<file path="src/rtl/bm_pkg.sv">
`timescale 1ns/1ps
package bm_pkg;
  localparam int NIN      = 3;   // input order in vectors: [2]=A [1]=B [0]=C
  localparam int NOUT     = 2;   // output order: [1]=Y [0]=Z
  localparam int NSTATE   = 6;
  localparam int MAX_ARCS = 2;
  localparam int SW       = $clog2(NSTATE);

  typedef enum logic [SW-1:0] {
    ST_IDLE  = 3'd0,
    ST_AC    = 3'd1,
    ST_AC_LO = 3'd2,
    ST_AB    = 3'd3,
    ST_JOIN  = 3'd4,
    ST_TAIL  = 3'd5
  } bm_state_e;

  typedef struct packed {
    logic                valid;
    logic [NIN-1:0]      mask;
    bm_state_e           dst;
  } arc_t;

  // Input levels on entry to each state.
  function automatic logic [NIN-1:0] entry_lvl(bm_state_e s);
    case (s)
      ST_AC, ST_JOIN:   return 3'b101;
      ST_AC_LO, ST_TAIL: return 3'b100;
      ST_AB:            return 3'b110;
      default:          return 3'b000;
    endcase
  endfunction

  // Output levels held in each state.
  function automatic logic [NOUT-1:0] out_lvl(bm_state_e s);
    case (s)
      ST_AC:            return 2'b00;
      ST_AB:            return 2'b10;
      ST_JOIN, ST_TAIL: return 2'b11;
      default:          return 2'b01;
    endcase
  endfunction

  // Enabled bursts: which inputs must toggle, and where they lead.
  function automatic arc_t arc_of(bm_state_e s, int unsigned k);
    arc_t r;
    r.valid = 1'b0;
    r.mask  = '0;
    r.dst   = ST_IDLE;
    case (s)
      ST_IDLE: begin
        r.valid = 1'b1;
        if (k == 0) begin r.mask = 3'b101; r.dst = ST_AC; end
        else        begin r.mask = 3'b110; r.dst = ST_AB; end
      end
      ST_AC:    if (k == 0) begin r.valid = 1'b1; r.mask = 3'b001; r.dst = ST_AC_LO; end
      ST_AC_LO: if (k == 0) begin r.valid = 1'b1; r.mask = 3'b001; r.dst = ST_JOIN;  end
      ST_AB:    if (k == 0) begin r.valid = 1'b1; r.mask = 3'b011; r.dst = ST_JOIN;  end
      ST_JOIN:  if (k == 0) begin r.valid = 1'b1; r.mask = 3'b001; r.dst = ST_TAIL;  end
      ST_TAIL:  if (k == 0) begin r.valid = 1'b1; r.mask = 3'b100; r.dst = ST_IDLE;  end
      default: ;
    endcase
    return r;
  endfunction
endpackage

</file>
<file path="src/rtl/bm_in_sampler.sv">
`timescale 1ns/1ps
module bm_in_sampler #(
  parameter int W = 3
) (
  input  logic         clk,
  input  logic         rst_n,
  input  logic [W-1:0] lvl_i,
  output logic [W-1:0] lvl_q
);
  always_ff @(posedge clk or negedge rst_n) begin
    if (!rst_n) lvl_q <= '0;
    else        lvl_q <= lvl_i;
  end
endmodule

</file>
<file path="src/rtl/bm_burst_match.sv">
`timescale 1ns/1ps
module bm_burst_match
  import bm_pkg::*;
(
  input  bm_state_e      cur,
  input  logic [NIN-1:0] lvl,
  output logic [NIN-1:0] arr_mask,
  output logic           fire,
  output logic           bad,
  output bm_state_e      nxt
);
  logic [MAX_ARCS-1:0] fits;
  logic [MAX_ARCS-1:0] hit;
  bm_state_e           dst [MAX_ARCS];

  // Arrival mask: inputs that moved since the state was entered.
  assign arr_mask = lvl ^ entry_lvl(cur);

  for (genvar k = 0; k < MAX_ARCS; k++) begin : g_arc
    arc_t arc_k;
    assign arc_k   = arc_of(cur, k);
    assign fits[k] = arc_k.valid && ((arr_mask & ~arc_k.mask) == '0);
    assign hit[k]  = fits[k] && (arr_mask == arc_k.mask);
    assign dst[k]  = arc_k.dst;
  end

  always_comb begin
    fire = |hit;
    nxt  = cur;
    for (int k = MAX_ARCS - 1; k >= 0; k--) begin
      if (hit[k]) nxt = dst[k];
    end
    bad = (arr_mask != '0) && !(|fits);
  end
endmodule

</file>
<file path="src/rtl/bm_state_reg.sv">
`timescale 1ns/1ps
module bm_state_reg
  import bm_pkg::*;
(
  input  logic      clk,
  input  logic      rst_n,
  input  logic      fire,
  input  logic      bad,
  input  bm_state_e nxt,
  output bm_state_e state_q,
  output logic      err_q
);
  always_ff @(posedge clk or negedge rst_n) begin
    if (!rst_n) begin
      state_q <= ST_IDLE;
      err_q   <= 1'b0;
    end else begin
      if (fire) state_q <= nxt;
      err_q <= bad;
    end
  end
endmodule

</file>
<file path="src/rtl/bm_ctrl.sv">
`timescale 1ns/1ps
module bm_ctrl
  import bm_pkg::*;
(
  input  logic clk,
  input  logic rst_n,
  input  logic in_a,
  input  logic in_b,
  input  logic in_c,
  output logic out_y,
  output logic out_z,
  output logic err
);
  logic [NIN-1:0]  lvl_q;
  logic [NIN-1:0]  arr_mask;
  logic [NOUT-1:0] yz;
  logic            fire_w;
  logic            bad_w;
  logic            err_q;
  bm_state_e       nxt_w;
  bm_state_e       state_q;

  bm_in_sampler #(.W(NIN)) u_smp (
    .clk   (clk),
    .rst_n (rst_n),
    .lvl_i ({in_a, in_b, in_c}),
    .lvl_q (lvl_q)
  );

  bm_burst_match u_match (
    .cur      (state_q),
    .lvl      (lvl_q),
    .arr_mask (arr_mask),
    .fire     (fire_w),
    .bad      (bad_w),
    .nxt      (nxt_w)
  );

  bm_state_reg u_st (
    .clk     (clk),
    .rst_n   (rst_n),
    .fire    (fire_w),
    .bad     (bad_w),
    .nxt     (nxt_w),
    .state_q (state_q),
    .err_q   (err_q)
  );

  assign yz    = out_lvl(state_q);
  assign out_y = yz[1];
  assign out_z = yz[0];
  assign err   = err_q;
endmodule

</file>
<file path="config.mk">
export PLATFORM = sky130hd
export DESIGN_NAME = bm_ctrl
export DESIGN_NICKNAME = d
export VERILOG_FILES = /design/src/rtl/bm_pkg.sv /design/src/rtl/bm_in_sampler.sv /design/src/rtl/bm_burst_match.sv /design/src/rtl/bm_state_reg.sv /design/src/rtl/bm_ctrl.sv
export SDC_FILE = /design/constraint.sdc
export NUM_CORES = 1
export LEC_CHECK = 0
export ABC_AREA = 1
export ABC_CLOCK_PERIOD_IN_PS = 5600
export CORE_AREA = 5 5 42 44
export DETAILED_ROUTE_END_ITERATION = 8
export DIE_AREA = 0 0 47 49
export GPL_ROUTABILITY_DRIVEN = 0
export PLACE_DENSITY_LB_ADDON = 0.1
export SETUP_SLACK_MARGIN = 0.2
export SYNTH_ARGS = -nofsm -noshare
export SYNTH_HDL_FRONTEND = slang
export SYNTH_HIERARCHICAL = 1
export SYNTH_SLANG_ARGS = --single-unit
export TNS_END_PERCENT = 10
</file>
<file path="constraint.sdc">
create_clock -name clk -period 5.6 [get_ports clk]
set_clock_uncertainty 0.1 [all_clocks]
set_input_delay 1.12 -clock clk [delete_from_list [all_inputs] [get_ports clk]]
set_output_delay 1.12 -clock clk [all_outputs]
set_load 0.005 [all_outputs]
</file>
==> summary.md <==
| Metric | Value |
|---|---|
| Via-per-instance ratio | `4.39` |
| Relative slew slack | `78.5%` |
| CTS tree | `built` |
| Area grow syn2layout | `21.8%` |
| Synth async-reset ratio | `100%` |
| Layout cells sized above 1 | `16.0%` |
| Hold Path Class | `flop to flop` |
| Die height | `49 um` |
| Post-Syn Instances | `83` |
| RSZ-0062 raised after global routing | `false` |
| Antenna Cells | `0` |
| Post-synth top area cell | `dfrtp_1` |
| Clk buf depth | `2` |
| Post-synth EDFFs | `0` |
| I/O Pins | `8` |
| CP Launch Type | `flop` |
| M2 GR Usage | `14.5%` |
| Routed wire length | `965 um` |
| Largest net degree at the start of global routing | `10` |
| Placed Area | `623 um^2` |
| CTS H-tree lvls | `1` |
| Outcome | `complete, no violations` |
| Filler instances | `163` |
| Leading register cell type out of synthesis | `dfrtp_1` |
| Clock sink total | `7` |
| Nets | `103` |
| Grt met1 use | `12.6%` |
| ANT nets after route | `0` |
| First-pass GRT wire length | `1630 um` |
| Leakage power | `0.376 nW` |
| Worst Tran Pin Value | `323 ps` |
| Synth warnings | `6` |
| First DRT Iteration DRCs | `12` |
| Avg WL per Cell | `8.77 um` |
| Cell area after layout | `649 um^2` |
| Clock-pin slew on the worst setup and hold paths | `50 ps` |
| Slowest stage delay, CP | `520 ps` |
| CP required | `4380 ps` |
| I/O Buffers | `7` |
| Min Tclk post-route | `2640 ps` |
| Top post-synthesis cells by count | `nand2_1, inv_1, dfrtp_1` |
| Post-route insts no fill | `110` |
| Tot GR Track Use | `9.58%` |
| Crit Path Category | `flop to output port` |
| Vias in the first global route | `422` |
| TritonRoute pass-1 iters | `4` |
| Cell variety after synth | `12` |
| Post-synthesis register bit count | `7` |
| Final worst path period share | `47.1%` |
| Most common cell in the synthesized netlist | `nand2_1` |
| Setup Viol. Count Final | `0` |
| Crit Path Max Fanout | `9` |
| Post-Syn Nets | `91` |
| Setup_tns | `0 ps` |
| Skew-Pair Late Insertion Delay | `240 ps` |
| Post-CTS Setup Inserts | `0` |
| Met3 usage | `1.11%` |
| Root buffer cell | `clkbuf_4` |
| Crit path DAT | `1420 ps` |
| DR vias | `483` |
| Cells after DPL | `106` |
| CP max-delay cell | `dfrtp_1` |
| Maximum vdd drop | `0.193 mV` |
| Fin. Hold Viols | `0` |
| Core footprint | `0.00140 mm^2` |
| Max Cap Violations | `0` |
| DRC Markers | `0` |
| Synth top area cells | `dfrtp_1, nand2_1, inv_1` |
| Fmax | `379 MHz` |
| Die area | `0.00230 mm^2` |
| Grt ovf | `0` |
| Sequential-to-total area share from yosys stat | `32.9%` |
| Initial Util | `38.0%` |
| HPWL after DPL | `830 um` |
| Syn Area/Cell | `6.42 um^2` |
| P per Cell Area | `427 mW/mm^2` |
| CTS Buf Count | `3` |
| CP Capture Type | `output port` |
| # hold bufs at CTS | `0` |
| Gr busiest metal | `met2` |
| Initial antenna violation count | `0` |
| CP cell instances | `nand3_2, nand2_1, clkdlybuf4s50_1` |
| Mapped cell area | `533 um^2` |
| Final Slew Violations | `0` |
| Chip width | `47 um` |
| FP Rows | `14` |
| CTS resizes | `0` |
| Synth top area share | `32.9%` |
-- sequential cells by signal, summed over array words and instances (netlist names) --
signal	count
u_smp/lvl_q	3
u_st/state_q	3
u_st/err_q	1
-- worst max-delay path: cells and delay by family, from the launching register on --
kind          cells  cell delay [ps]
buf+inv           1              490
flops             1              520
simple gates      2              160
-- metal layers --
metal	vias up	part of all wire, %	routed length (um)
met5	-	0	0
met4	0	0	0
met3	0	4.4	42
met2	7	47	449
met1	203	49	473
li1	273	-	-
-- power breakdown --
part	internal [mW]	switching (mW)	leakage, nW	total (mW)
Combinational	0.0622	0.0888	0.274	0.151
Sequential	0.0626	0.0208	0.0871	0.0834
Clock	0.0270	0.0156	0.0150	0.0426
-- cells by family after synthesis --
family / synth area share (%)
AO/OA/AOI/OAI: 3.76
buffers and inverters: 12.7
adder cells (fa/ha/maj): 7.04
AND/OR/NAND/NOR: 43.7
flip-flops: 32.9
-- final cells by class --
cell class | instances | area [um^2] | share of cell area [%]
multi-input cells | 58 | 290 | 44.7
flip-flops and latches | 7 | 175 | 27.0
repair buffers | 7 | 70.1 | 10.8
inverters | 18 | 67.6 | 10.4
clock buffers | 4 | 26.3 | 4.05
well taps | 16 | 20.0 | 3.08
-- stage by stage --
step | util [%] | setup slack (ps) | hold slack, ps | power (mW)
2_1_floorplan | - | 3610 | 467 | 0.191
3_3_place_gp | 44.5 | 3220 | 521 | 0.233
3_5_place_dp | 44.5 | 3210 | 512 | 0.236
4_1_cts | 46.3 | 2940 | 527 | 0.282
5_1_grt | 46.3 | 2870 | 568 | 0.307
6_report | 46.3 | 2960 | 521 | 0.277
-- path summary, 6_finish.rpt --
kind	from	endpoint	slack, ps	cells after the start
setup reg to reg	u_st/state_q[1]$_DFFE_PN0P_	u_st/state_q[1]$_DFFE_PN0P_	3290	15
hold / removal	u_smp/lvl_q[0]$_DFF_PN0_	u_st/err_q$_DFF_PN0_	520	4
setup / recovery	u_st/state_q[0]$_DFFE_PN0P_	out_y	2960	3
max in group asynchronous	rst_n	u_smp/lvl_q[0]$_DFF_PN0_	4160	1
min in group asynchronous	rst_n	u_st/state_q[0]$_DFFE_PN0P_	1020	1
hold reg to reg	u_smp/lvl_q[0]$_DFF_PN0_	u_st/err_q$_DFF_PN0_	520	4
-- cell usage in the layout (no fill, tap or decap), drive strengths merged --
| cell | count |
|---|---|
| nand4 | 3 |
| inv | 18 |
| nand2 | 39 |
| dfrtp | 7 |
| nor3 | 1 |
| nor2 | 2 |
| o21ai | 4 |
| ha | 3 |
| clkbuf | 4 |
| clkdlybuf4s50 | 7 |
| nand3 | 6 |
(Power assumes the default switching activity.)
